==> src/rtl/integ_seq.sv <==
module integ_seq #(
  parameter int CNT_W   = 28,
  parameter int RANGE_W = 2,
  parameter int MIN_CNT = 13279,
  parameter int MAX_CNT = 79999999
) (
  input  logic               clk,
  input  logic               rst_n,
  input  logic [CNT_W-1:0]   cfg_count,
  input  logic [RANGE_W-1:0] cfg_range,
  input  logic               cmd_run,
  input  logic               cmd_single,
  input  logic               cmd_stop,
  output logic               adc_conv,
  output logic               frame_rdy,
  output logic               busy,
  output logic [RANGE_W-1:0] adc_range
);

  localparam logic [CNT_W-1:0] LO = CNT_W'(MIN_CNT);
  localparam logic [CNT_W-1:0] HI = CNT_W'(MAX_CNT);

  logic [CNT_W-1:0] tick, cnt_q, cnt_eff;
  logic single_q, stop_q, first_q;
  logic boundary, finish, start;

  assign cnt_eff  = (cfg_count < LO) ? LO : ((cfg_count > HI) ? HI : cfg_count);
  assign start    = !busy && (cmd_run || cmd_single);
  assign boundary = busy && (tick == cnt_q);
  assign finish   = boundary && (stop_q || cmd_stop || (single_q && !first_q));

  always_ff @(posedge clk) begin
    if (!rst_n) begin
      busy      <= 1'b0;
      adc_conv  <= 1'b0;
      frame_rdy <= 1'b0;
      adc_range <= '0;
      tick      <= '0;
      cnt_q     <= LO;
      single_q  <= 1'b0;
      stop_q    <= 1'b0;
      first_q   <= 1'b0;
    end else begin
      frame_rdy <= 1'b0;
      if (start) begin
        busy      <= 1'b1;
        single_q  <= !cmd_run;
        stop_q    <= 1'b0;
        first_q   <= 1'b1;
        tick      <= '0;
        cnt_q     <= cnt_eff;
        adc_range <= cfg_range;
      end else if (busy) begin
        if (cmd_stop) stop_q <= 1'b1;
        if (boundary) begin
          tick      <= '0;
          adc_conv  <= ~adc_conv;
          first_q   <= 1'b0;
          frame_rdy <= !first_q;
          if (finish) busy <= 1'b0;
        end else begin
          tick <= tick + 1'b1;
        end
      end
    end
  end


  busy_rise_chk: assert property (@(posedge clk) disable iff (!rst_n)
    $rose(busy) |-> $past(cmd_run || cmd_single));


  tick_bound_chk: assert property (@(posedge clk) disable iff (!rst_n)
    busy |-> tick <= cnt_q);


  cnt_limit_chk: assert property (@(posedge clk) disable iff (!rst_n)
    busy |-> (cnt_q >= LO && cnt_q <= HI));


  frame_pulse_chk: assert property (@(posedge clk) disable iff (!rst_n)
    frame_rdy |=> !frame_rdy);


  frame_conv_chk: assert property (@(posedge clk) disable iff (!rst_n)
    $rose(frame_rdy) |-> !$stable(adc_conv));


  range_hold_chk: assert property (@(posedge clk) disable iff (!rst_n)
    (busy && $past(busy)) |-> $stable(adc_range));


  conv_idle_chk: assert property (@(posedge clk) disable iff (!rst_n)
    !$stable(adc_conv) |-> $past(busy));

endmodule

==> config.mk <==
export PLATFORM = sky130hd
export DESIGN_NAME = integ_seq
export DESIGN_NICKNAME = d
export VERILOG_FILES = /design/src/rtl/integ_seq.sv
export SDC_FILE = /design/constraint.sdc
export NUM_CORES = 1
export LEC_CHECK = 0
export BUFFER_PORTS_ARGS = -buffer_cell sky130_fd_sc_hd__buf_2
export CAP_MARGIN = 10
export CORE_ASPECT_RATIO = 1.75
export CORE_MARGIN = 4
export CORE_UTILIZATION = 30
export CTS_CLUSTER_DIAMETER = 120
export CTS_CLUSTER_SIZE = 20
export DETAILED_ROUTE_END_ITERATION = 10
export PLACE_DENSITY = 0.57
export SYNTH_ARGS = -nofsm -noshare
export SYNTH_HDL_FRONTEND = slang
export SYNTH_SLANG_ARGS = --single-unit
==> constraint.sdc <==
create_clock -name clk -period 1.6 [get_ports clk]
set_input_delay 0.32 -clock clk [delete_from_list [all_inputs] [get_ports clk]]
set_output_delay 0.32 -clock clk [all_outputs]
set_load 0.02 [all_outputs]
; Word level (Yosys, flattened, before mapping)
; Index checks and enable logic that the tools add are counted.
; Widths: inputs -> output; s select.
[word_totals]
reg_bits = 64
latchBits = 0
mem_bits_rw = 0
mem_bits_ro = 0
out_inout_bits = 5
memories = 0
[classes]
add_sub_neg = 1
multipliers = 0
n_div = 0
magnitude_cmp = 2
n_eq_ne = 1
n_shift = 0
mux = 10
bitwise_logic = 5
n_reduce_logical = 17
[ops]
columns = cell, n
row1 = $mux 28, 3
row2 = $add 28x1->28 const B, 1
row3 = $eq 28x28->1, 1
row4 = $gt 28x27->1 const B, 1
row5 = $lt 28x14->1 const B, 1
row6 = $mux 1, 7
row7 = $not 1->1, 5
row8 = $logic_and 1x1->1, 4
row9 = $reduce_and 2->1, 2
row10 = $reduce_bool 2->1, 2
row11 = $reduce_or 4->1, 1
row12 = $logic_not 1->1, 3
row13 = $logic_or 1x1->1, 3
row14 = $reduce_and 3->1, 1
row15 = $reduce_or 2->1, 1

; Depth between registers and ports, before layout
; Gate-level depths: netlist of run 1.
[depth]
word_depth = 8
depth_mapped = 7

; Worst setup path before layout of run 1
; Ideal clock, no wire load.
[synth_path]
path_type = register to register
from = register busy
to = register tick[14]
t_arrival_ns = 1.646
t_required_ns = 1.485
setup_slack_ns = -0.161
stages_incl_launch_ff = 7
synth_period_minus_slack_ns = 1.761
path_cell_list = dfxtp_1 > buf_2 > nand4_1 > nor3_2 > and3_1 > xnor2_1 > nor2_1
[synth_via]
elab_chain_len = 3
[synth_rtl]
columns = item, line_no
row1 = "start, declared", 16  ; output logic busy,
row2 = "start signal, assigned", 34  ; busy <= 1'b0;
row3 = "start signal, assigned", 46  ; busy <= 1'b1;
row4 = "start signal, assigned", 60  ; if (finish) busy <= 1'b0;
row5 = $logic_not 1->1, 28  ; assign start = !busy && (cmd_run || cmd_single);
row6 = $logic_and 1x1->1, 28
row7 = $reduce_or 2->1 (no source line), -
row8 = "end signal, assigned", 62  ; tick <= tick + 1'b1;
row9 = "end, declared", 23  ; logic [CNT_W-1:0] tick, cnt_q, cnt_eff;
; Parallel ways exist; a longest one is shown, timed or not.
; A chain may end at the register's enable or synchronous reset.

; Worst setup path after layout of run 1
[layout_path]
from = register tick[8]
to = register busy
[layout_via]
elab_chain_len = 7
[layout_rtl]
columns = item, line_no
row1 = $eq 28x28->1 (*), 29  ; assign boundary = busy && (tick == cnt_q);
row2 = $logic_and 1x1->1 (*), 29
row3 = $logic_and 1x1->1, 30  ; assign finish = boundary && (stop_q || cmd_stop || (single_q && !first_q));
row4 = $mux 1, 60
row5 = $mux 1 (*), 55  ; if (boundary) begin
row6 = $mux 1 (*), 53  ; end else if (busy) begin
row7 = $mux 1 (*), 45  ; if (start) begin
; Every way passes the cells marked *; elsewhere a longest branch is shown, timed or not.

==> summary.txt, run 1 <==
Worst setup path
  • Worst endpoint required time: roughly 1.8 ns
  • Maximum fanout along the worst path: 2
  • CP Capture Type: flip-flop
  • Crit. Startpoint: tick[8]
  • Reg2reg start: tick[8]
  • Setup CP Type: flip-flop to flip-flop
  • Worst Path Arrival: 1.97 ns
  • Startpoint types: flip-flop
  • Worst R2R Setup Slack: -0.16 ns

Timing
  • Worst-margin pin slew: 0.3873 ns
  • Total negative slack: -3.814 ns
  • Max Slew Vio Count: 0
  • Final hold violation count: 0
  • Min Tclk post-route: 1.758 ns
  • Headroom to the max-slew limit: 0.7403
  • Clk_skew: 0.006173 ns
  • Period utilization: 1.099
  • Endpoints failing setup: 32
  • RSZ-0062 raised after global routing: yes
  • Fmax: 568.9 MHz
  • Final worst setup slack: -0.1577 ns

CTS
  • Deepest clock path buffer count: 2
  • CTS root buf: clkbuf_16
  • Num CTS Buffers: 9
  • CTS tree: yes
  • CTS H-tree depth: 3
  • CTS sink cnt: 64
  • Reg clk slew, reported paths: around 0.060 ns
  • Clk_lat worst skew: 0.33 ns

Die
  • I/O Pins: 40
  • # rows: 47
  • Die area: 11550 um2
  • Die Width: 82.97 um
  • Die Y: between 100 and 150 um
  • Core region area: roughly 9500 um2
  • Initial Util: 0.3097

Power
  • Net Switching: 0.9427 mW
  • Sw Ratio: 0.2142
  • Pleak: 1.895 nW
  • P per Cell Area: approximately 1000 nW/um2
  • Power share of the combinational group: 0.095
  • Peak VDD IR: 0.0005701 V
  • Clk pwr share: 0.521
  • Pwr Total: 4.402 mW
  • Internal power: 3.459 mW
  • Sequential power share: 0.385

Yosys
  • Number of distinct library cells after synthesis: 45
  • Synth warn: 0
  • Mapped Area: ~3000 um2
  • Synth Area in XOR/XNOR: 0.1603
  • Synth Area in Simple Gates: 0.2354
  • Largest family of logic cells by synthesized area: simple AND/OR/NAND/NOR gates
  • Ys async rst share: 0
  • Mux cell area share after synthesis: 0.003393
  • Compound-Gate Fraction of Synth Area: 0.1289
  • Adder-Cell Fraction of Synth Area: 0.004241
  • #FFs+latches synth: 64
  • Sequential area share after synthesis: 0.4343
  • Mapped Nets: roughly 360
  • Synth Area per Inst: 9.249 um2
  • Top_reg_cell synth: dfxtp_1
  • Post-Syn Instances: 319
  • Post-synth EDFFs: 0

Global route
  • M3 GR Usage: 0.02794
  • GRT met1 Usage: 0.1520
  • Vias in the first global route: ~2900
  • Largest net degree at the start of global routing: 17
  • First-pass GRT wire length: 13.93 mm
  • GRT Total Usage: 0.1543
  • Top Usage Layer GRT: met2
  • Initial antenna violation count: 0
  • Congestion Overflow GR: 0
  • Routing usage on met2: 0.2961

Drt
  • DRC Markers: 0
  • Final wirelength: about 8.6 mm
  • Drt pass-1 iters: 4
  • Post-detailed-route wirelength per cell: 15.15 um
  • Post-DRT Antenna Nets: 0
  • DR vias/cell: 4.849
  • Vias: 2754
  • Initial drt markers: 126

Cells and area
  • Non-Filler Instances: between 500 and 600
  • Layout cells sized above 1: 0.3834
  • Most common cell after layout, fill and taps aside: buf_4
  • Commonest non-fill, non-tap cells in the layout: 81 x buf_4, 57 x dfxtp_1, 44 x xor2_1, 44 x nor2_1, 39 x buf_2
  • N_diodes: 0
  • Final Net Count: 477
  • Area delta synth->final: 47.33%

Place
  • Post-DP HPWL: roughly 6.7 mm
  • Dpl cells: 550
  • Routability cong.: 0.8425
  • PortBufs: 39

Flow run
  • Max Cap Viol: 0

Outcome
  • Status: finished, violations left
  • Failing checks: negative setup slack

Min path
  • Hold Startpoint: cmd_run
  • Hold/Removal Path Class: input pin to flip-flop
cell usage after synthesis (all sizes together), types with 2 or more instances:
cell type / number / share of area
dfxtp: 64 / 0.43
xnor2: 9 / 0.027
and4: 2 / 0.0059
a22o: 10 / 0.030
a211oi: 2 / 0.0051
nand4: 18 / 0.043
or2: 2 / 0.0042
a21oi: 4 / 0.0068
nor3: 9 / 0.019
nor4: 14 / 0.032
nor2: 45 / 0.057
nor2b: 2 / 0.0042
a31o: 2 / 0.0059
xor2: 45 / 0.13
and3: 8 / 0.017
o22a: 10 / 0.030
o21ai: 9 / 0.017
buf: 8 / 0.022
nand3: 5 / 0.0085
nand2b: 2 / 0.0042
clkbuf: 6 / 0.0081
inv: 3 / 0.0038
nand2: 25 / 0.032
kinds of logic (layout without fill, tap and decap cells):
logic type | after synthesis | count (layout)
buffers and inverters | 17 | 143
flip-flops | 64 | 64
adder cells (fa/ha/maj) | 1 | 1
AND/OR/NAND/NOR | 135 | 135
multiplexers | 1 | 1
AO/OA/AOI/OAI | 47 | 48
XOR/XNOR | 54 | 54
worst paths after layout:
kind / endpoint / cells past startpoint
setup / recovery: busy / 7
hold / removal: single_q / 2
setup reg to reg: busy / 7
hold reg to reg: adc_range[0] / 2
repair_timing:
item	4_1_cts	5_1_grt
gates resized for setup	10	3
cloned	0	1
hold buffers	0	0
setup endpoints to repair	32	42
buffers inserted	0	1
pin swaps	8	6
hold endpoints to repair	0	0
worst max-delay path, cell delays in order, from the launching register on:
cell and delay [ns]:
dfxtp_2 0.33, xor2_1 0.16, nor4_2 0.30, buf_4 0.16, nand4_1 0.17, buf_4 0.20
o31ai_2 0.22, a21oi_1 0.09
stage by stage:
step | setup WS (ns) | instance area, um2 | util | hold slack [ns]
floorplan | -0.09599 | 2998 | - | 0.4156
global placement | -0.2950 | 3923 | 0.4117 | 0.4376
detailed placement | -0.3474 | 3923 | 0.4117 | 0.4518
CTS | -0.1694 | 4324 | 0.4539 | 0.1638
global route | -0.2794 | 4347 | 0.4563 | 0.1983
finish | -0.1577 | 4347 | 0.4563 | 0.1818
per-layer routing:
layer	vias to the layer above	share of wire	routed length, um
li1	1392	-	-
met4	0	0.036	313
met2	57	0.58	4967
met5	-	0	0
met1	1281	0.36	3115
met3	24	0.024	209
power by group through the flow:
stage	clock network, mW	registers [mW]	logic, mW
after floorplan	0	1.72	0.179
after global placement	0	1.72	0.399
after detailed placement	0	1.73	0.407
after CTS	2.35	1.69	0.414
after global routing	2.41	1.70	0.454
final	2.29	1.69	0.418
sequential cells by signal (all words and copies together), names as in the netlist:
name	flops
first_q	1
stop_q	1
tick	28
single_q	1
busy	1
adc_conv	1
adc_range	2
cnt_q	28
frame_rdy	1
area by class of cell:
cell class | instances | area [um2]
Tap cell | 122 | 152.6
Sequential cell | 64 | 1290
Clock buffer | 11 | 252.7
Fill cell | 950 | 5180
Inverter | 3 | 11.26
Clock inverter | 5 | 102.6
Multi-Input combinational cell | 239 | 1654
Timing Repair Buffer | 124 | 883.3
No activity file was read; power rests on OpenSTA's default activity.
==> inputs of run 2 (changes only) <==
--- a/config.mk
+++ b/config.mk
@@ -13,6 +13,7 @@
 export CTS_CLUSTER_DIAMETER = 120
 export CTS_CLUSTER_SIZE = 20
 export DETAILED_ROUTE_END_ITERATION = 10
+export GPL_TIMING_DRIVEN = 0
 export PLACE_DENSITY = 0.57
 export SYNTH_ARGS = -nofsm -noshare
 export SYNTH_HDL_FRONTEND = slang
==> constraint.sdc (replaced) <==
create_clock -name clk -period 1.6 [get_ports clk]
set_input_delay 0.32 -clock clk [delete_from_list [all_inputs] [get_ports clk]]
set_output_delay 0.32 -clock clk [all_outputs]
set_load 0.01 [all_outputs]
==> run 2 against run 1 <==
  * The flow still finishes with violations (negative setup slack)
  * Sequential cell count did not move
  * Sequential power barely moved
  * Combinational power shrank 4.8%
  * Setup slack better by 0.011 ns
  * Register-to-register slack about the same
  * Fmax is 0.65% higher
  * Clock-buffer cell count is 2 lower
  * Die area is the same
  * Design area decreased by 5.1%
  * Global-route usage fell by 0.79 points
  * First-iteration DRC count is 48% higher
  * Largest power group unchanged
==> summary.txt, run 2 (synthesis results as in run 1) <==
CTS
  • CTS sink cnt: 64 (unchanged)
  • Reg clk slew, reported paths: 0.05 ns (about the same)
  • Num CTS Buffers: 9 (unchanged)
  • Deepest clock path buffer count: 2 (unchanged)
  • CTS H-tree depth: 3 (unchanged)
  • Clk_lat worst skew: 0.33 ns (about the same)
  • CTS tree: yes
  • CTS root buf: clkbuf_16

Timing
  • Final worst setup slack: -0.1464 ns (+0.01129 ns)
  • Final hold violation count: 0 (unchanged)
  • Fmax: 572.6 MHz (+0.65%)
  • RSZ-0062 raised after global routing: yes
  • Worst-margin pin slew: 0.4983 ns (+0.1110 ns)
  • Headroom to the max-slew limit: 0.6658 (-0.07447)
  • Clk_skew: 0.004392 ns (-0.001781 ns)
  • Endpoints failing setup: 41 (+28%)
  • Max Slew Vio Count: 0 (unchanged)
  • Period utilization: 1.091 (-0.007054)
  • Total negative slack: -4.384 ns (-0.5704 ns)
  • Min Tclk post-route: 1.746 ns (-0.01129 ns)

Drt
  • Final wirelength: 8.330 mm (-3.2%)
  • Post-DRT Antenna Nets: 0 (unchanged)
  • DR vias/cell: 5.017 (+3.5%)
  • Initial drt markers: 187 (+48%)
  • Drt pass-1 iters: 4 (unchanged)
  • Vias: 2614 (-5.1%)
  • DRC Markers: 0 (unchanged)
  • Post-detailed-route wirelength per cell: 15.99 um (+5.5%)

Die
  • Die area: 11550 um2 (unchanged)
  • # rows: 47 (unchanged)
  • Die Y: 139.2 um (unchanged)
  • Die Width: 82.97 um (unchanged)
  • Core region area: 9527 um2 (unchanged)
  • Initial Util: 0.3097 (unchanged)
  • I/O Pins: 40 (unchanged)

Global route
  • Largest net degree at the start of global routing: 12 (-5)
  • First-pass GRT wire length: 13.52 mm (-3.0%)
  • Congestion Overflow GR: 0 (unchanged)
  • Vias in the first global route: 2754 (-3.8%)
  • GRT Total Usage: 0.1464 (-0.007874)
  • Initial antenna violation count: 0 (unchanged)

Worst setup path
  • Startpoint types: flip-flop
  • CP Capture Type: flip-flop
  • Worst endpoint required time: 1.82 ns (about the same)
  • Maximum fanout along the worst path: 6 (+4)
  • Cells along the critical path: xor2_2, nor4_2, buf_4, nand4_1, o21ai_4, buf_12, buf_8, nor2_1
  • Setup CP Type: flip-flop to flip-flop
  • Worst R2R Setup Slack: -0.15 ns (about the same)
  • Slowest CP cell: dfxtp_1
  • CP bufs+invs: 3 (+1)
  • Max stage delay on crit path: 0.33 ns (about the same)
  • Worst Path Arrival: 1.97 ns (about the same)
  • Crit path max-delay family: simple AND/OR/NAND/NOR gates

Cells and area
  • Layout cells sized above 1: 0.3534 (-0.03002)
  • Final Net Count: 430 (-9.9%)
  • Fill cells: 943 (-0.74%)
  • Most common cell after layout, fill and taps aside: dfxtp_1
  • Final Instance Area: 4125 um2 (-5.1%)
  • Area of the multi-input gates: 1780 um2 (+7.6%)
  • Commonest non-fill, non-tap cells in the layout: 50 x dfxtp_1, 42 x xor2_1, 39 x nor2_1, 37 x buf_2, 25 x nand2_1
  • Register area: 1311 um2 (+1.6%)
  • Area delta synth->final: 39.82%
  • Final Util: 0.4330 (-0.02325)
  • N_diodes: 0 (unchanged)
  • Biggest regs: cnt_q: 28 flops, tick: 28 flops, adc_range: 2 flops

Place
  • Post-DP HPWL: 6.046 mm (-10%)
  • Placed inst area: 3328 um2 (-15%)
  • Routability cong.: 0.8142 (-3.4%)
  • PortBufs: 38 (-2.6%)

Power
  • Peak VDD IR: 0.0005987 V (+5.0%)
  • Pwr Total: 3.986 mW (-9.4%)
  • P per Cell Area: 966.3 nW/um2 (-4.6%)
  • Pleak: 1.675 nW (-12%)

Min path
  • Hold/Removal Path Class: input pin to flip-flop

Outcome
  • Status: finished, violations left
  • Failing checks: negative setup slack

Flow run
  • Max Cap Viol: 0 (unchanged)
-- run 2: cell types whose count changed in the layout (fill, tap and decap cells not counted), moves of 5 or more --
cell	change
buf_4	-59
nor2_1	-5
dfxtp_4	+5
dfxtp_1	-7
buf_6	+10
-- run 2: through the flow --
| stage | hold WS [ns] | instances | worst slack (ns) |
|---|---|---|---|
| 5_1_grt | 0.1940 | 521 | -0.2476 |
| 3_5_place_dp | 0.4480 | 479 | -0.5181 |
| 4_1_cts | 0.1676 | 513 | -0.1632 |
| 3_3_place_gp | 0.4412 | 479 | -0.4515 |
| 2_1_floorplan | 0.4156 | 319 | -0.09599 |
| 6_report | 0.1757 | 521 | -0.1464 |
-- run 2: worst reg2reg max path, stage by stage (launching register included) --
cell     delay [ns]
dfxtp_1        0.33
xor2_2         0.20
nor4_2         0.25
buf_4          0.16
nand4_1        0.16
o21ai_4        0.21
buf_12         0.15
buf_8          0.12
nor2_1         0.04
-- run 2: path summary, 6_finish.rpt --
path / startpoint / to / depth (start not counted)
max reg2reg: cnt_q[0] / tick[19] / 8
min: cmd_run / single_q / 2
max: cnt_q[0] / tick[19] / 8
min reg2reg: adc_range[0] / adc_range[0] / 2
-- run 2: repair_timing --
item                                    CTS  global route
setup buffers                            18             8
pin swaps                                20            17
endpoints found under the setup margin   58            58
gates cloned                              2             2
resized for setup                        38            34
hold buffers                              0             0
-- run 2: final cells by class --
class                   count  share of cell area
clock inverters             7             0.01517
repair buffers             68              0.1201
inverters                   3            0.002730
plain buffers              10             0.02093
multi-input cells         238              0.4316
well taps                 122             0.03700
clock buffers               9             0.05460
flip-flops and latches     64              0.3179
-- run 2: metal layers --
metal  share of wire  vias up  global-route usage
met3           0.023       23             0.02556
met4           0.046        0             0.09216
li1                -     1293                   -
met1            0.37     1244              0.1442
met2            0.56       54              0.2758
met5               0        -                   0
-- run 2: power breakdown --
group / switching, mW / internal [mW]
Sequential: 0.0462 / 1.64
Combinational: 0.213 / 0.185
Clock: 0.712 / 1.19
Total: 0.971 / 3.01
==> inputs of run 3 (changes only) <==
--- a/config.mk
+++ b/config.mk
@@ -14,7 +14,7 @@
 export CTS_CLUSTER_SIZE = 20
 export DETAILED_ROUTE_END_ITERATION = 10
 export GPL_TIMING_DRIVEN = 0
-export PLACE_DENSITY = 0.57
+export PLACE_DENSITY = 0.55
 export SYNTH_ARGS = -nofsm -noshare
 export SYNTH_HDL_FRONTEND = slang
 export SYNTH_SLANG_ARGS = --single-unit
==> constraint.sdc (replaced) <==
create_clock -name clk -period 2.1 [get_ports clk]
set_input_delay 0.42 -clock clk [delete_from_list [all_inputs] [get_ports clk]]
set_output_delay 0.42 -clock clk [all_outputs]
set_load 0.01 [all_outputs]
==> run 3 against run 2 <==
  * The flow now finishes without violations
  * Design area fell by 13%
  * Register-to-register slack improved by 0.28 ns
  * Clock-buffer cell count rose by 3
  * Combinational power fell by 43%
  * Power fell by 29%
  * Fmax fell by 11%
  * Sequential power fell by 24%
  * Core utilization fell by 5.6 points
  * Critical path depth fell by 2
  * Critical path type unchanged
==> summary.txt, run 3 (synthesis results as in run 1) <==
Flow run
  • Max Cap Viol: 0 (unchanged)

CTS
  • Post-CTS Setup Bufs: 0 (-18)
  • Deepest clock path buffer count: 2 (unchanged)
  • Cts hold-fix bufs: 0 (unchanged)
  • CTS root buf: clkbuf_16
  • Num CTS Buffers: 9 (unchanged)
  • CTS tree: yes
  • Clk_lat worst skew: 0.33 ns (about the same)
  • CTS H-tree depth: 3 (unchanged)
  • CTS sink cnt: 64 (unchanged)
  • Reg clk slew, reported paths: 0.05 ns (about the same)

Cells and area
  • Commonest non-fill, non-tap cells in the layout: 64 x dfxtp_1, 45 x xor2_1, 44 x nor2_1, 41 x buf_2, 25 x nand2_1
  • Biggest regs: cnt_q: 28 flops, tick: 28 flops, adc_range: 2 flops
  • Layout cells sized above 1: 0.2027 (-0.1507)
  • Area delta synth->final: 21.67%
  • N_diodes: 0 (unchanged)
  • Final Net Count: 404 (-6.0%)
  • Most common cell after layout, fill and taps aside: dfxtp_1
  • Final Util: 0.3768 (-0.05621)
  • Fill cells: 996 (+5.6%)

Power
  • Peak VDD IR: 0.0004324 V (-28%)
  • P per Cell Area: 792.9 nW/um2 (-18%)
  • Pwr Total: 2.846 mW (-29%)
  • Clk pwr share: 0.468 (-0.009)
  • Net Switching: 0.6570 mW (-32%)
  • Pleak: 1.445 nW (-14%)
  • Sw Ratio: 0.2308 (-0.01286)
  • Sequential power share: 0.452 (+0.029)
  • Internal power: 2.189 mW (-27%)
  • Power share of the combinational group: 0.080 (-0.020)

Die
  • Die Y: 139.2 um (unchanged)
  • Die Width: 82.97 um (unchanged)
  • I/O Pins: 40 (unchanged)
  • Die area: 11550 um2 (unchanged)
  • # rows: 47 (unchanged)
  • Core region area: 9527 um2 (unchanged)
  • Initial Util: 0.3097 (unchanged)

Drt
  • Initial drt markers: 148 (-21%)
  • Post-detailed-route wirelength per cell: 15.18 um (-5.0%)
  • Post-DRT Antenna Nets: 0 (unchanged)
  • DR vias/cell: 4.927 (-1.8%)
  • DRC Markers: 0 (unchanged)
  • Drt pass-1 iters: 4 (unchanged)
  • Final wirelength: 7.470 mm (-10%)
  • Vias: 2424 (-7.3%)

Worst setup path
  • Slowest CP cell: dfxtp_1
  • Worst setup path endpoint: tick[15]
  • Reg2reg end: tick[15]
  • Setup CP Type: flip-flop to flip-flop
  • Crit. Startpoint: tick[5]
  • Maximum fanout along the worst path: 10 (+4)
  • Cells along the critical path: xor2_1, nor4_1, nand4_1, o21ai_4, buf_4, nor2_1
  • Startpoint types: flip-flop
  • Reg2reg start: tick[5]
  • Worst endpoint required time: 2.32 ns (+0.50 ns)
  • Levels on crit path: 6 (-2)
  • Crit path max-delay family: simple AND/OR/NAND/NOR gates
  • Worst Path Arrival: 2.19 ns (+0.22 ns)
  • Worst R2R Setup Slack: 0.13 ns (+0.28 ns)
  • CP bufs+invs: 1 (-2)
  • R2r worst-path depth: 6 (-2)
  • Max stage delay on crit path: 0.48 ns (+0.15 ns)
  • CP Capture Type: flip-flop

Global route
  • M3 GR Usage: 0.02735 (+0.001784)
  • Vias in the first global route: 2461 (-11%)
  • GRT met1 Usage: 0.1420 (-0.002202)
  • GRT Total Usage: 0.1351 (-0.01127)
  • Top Usage Layer GRT: met2
  • First-pass GRT wire length: 12.28 mm (-9.1%)
  • Routing usage on met2: 0.2453 (-0.03046)
  • Initial antenna violation count: 0 (unchanged)
  • Largest net degree at the start of global routing: 11 (-1)
  • Congestion Overflow GR: 0 (unchanged)

Timing
  • Period utilization: 0.9368 (-0.1547)
  • Min Tclk post-route: 1.967 ns (+0.2208 ns)
  • Headroom to the max-slew limit: 0.5570 (-0.1088)
  • Final hold violation count: 0 (unchanged)
  • Clk_skew: 0.005504 ns (+0.001112 ns)
  • Worst-margin pin slew: 0.6591 ns (+0.1608 ns)
  • Max Slew Vio Count: 0 (unchanged)
  • Fmax: 508.3 MHz (-11%)
  • Endpoints failing setup: 0 (-100%)

Place
  • Routability cong.: 0.8105 (-0.45%)
  • PortBufs: 38 (unchanged)
  • Post-DP HPWL: 5.903 mm (-2.4%)

Outcome
  • Status: complete, no violations

Min path
  • Hold/Removal Path Class: input pin to flip-flop
[run 3: cell count changes in the layout (fill, tap and decap cells not counted), moves of 5 or more]
cell	before	now
dfxtp_4	5	0
clkbuf_1	1	6
buf_4	22	2
buf_6	10	3
dfxtp_1	50	64
nor2_1	39	44
dfxtp_2	9	0
[run 3: repair_timing]
item / in CTS / in global routing
cloned: 0 / 0
gates resized for setup: 2 / 4
pin swaps: 0 / 1
setup endpoints to repair: 11 / 29
[run 3: layer usage]
layer / wire length, um / vias up
met4: 237 / 0
li1: - / 1234
met3: 214 / 17
met1: 2973 / 1134
met2: 4045 / 39
met5: 0 / -
[run 3: cell type report]
cell class | count | area (um2) | share of cell area
repair buffers | 38 | 190.2 | 0.05298
flip-flops and latches | 64 | 1281 | 0.3569
well taps | 122 | 152.6 | 0.04252
clock buffers | 12 | 256.5 | 0.07145
multi-input cells | 238 | 1605 | 0.4472
clock inverters | 1 | 5.005 | 0.001394
inverters | 3 | 11.26 | 0.003137
plain buffers | 14 | 87.58 | 0.02440
[run 3: how the worst min path moves through the flow]
| stage | start | to | slack (ns) | cells after the start |
|---|---|---|---|---|
| 6_report | cmd_run | single_q | 0.28 | 2 |
| 5_1_grt | cmd_run | single_q | 0.28 | 2 |
| 4_1_cts | cmd_run | single_q | 0.27 | 2 |
| 3_5_place_dp | adc_range[0] | adc_range[0] | 0.45 | 2 |
| 3_3_place_gp | adc_range[1] | adc_range[1] | 0.44 | 2 |
| 2_1_floorplan | first_q | frame_rdy | 0.42 | 1 |
[run 3: through the flow]
step                      setup WS [ns]  setup TNS [ns]  instance area, um2  std cells  hold WS (ns)
after CTS                       0.03759               0                3568        492        0.2724
after global routing          -0.005550       -0.005550                3590        492        0.2800
after floorplan                  0.2688               0                2950        319        0.4227
after global placement         -0.06265         -0.9863                3293        479        0.4444
after detailed placement       -0.07579         -0.9921                3293        479        0.4521
final                            0.1328               0                3590        492        0.2781
[run 3: power groups by stage]
stage	Combinational (mW)	Clock (mW)	Sequential, mW
2_1_floorplan	0.132	0	1.30
3_3_place_gp	0.224	0	1.31
3_5_place_dp	0.226	0	1.31
4_1_cts	0.229	1.36	1.29
5_1_grt	0.254	1.41	1.29
6_report	0.228	1.33	1.29
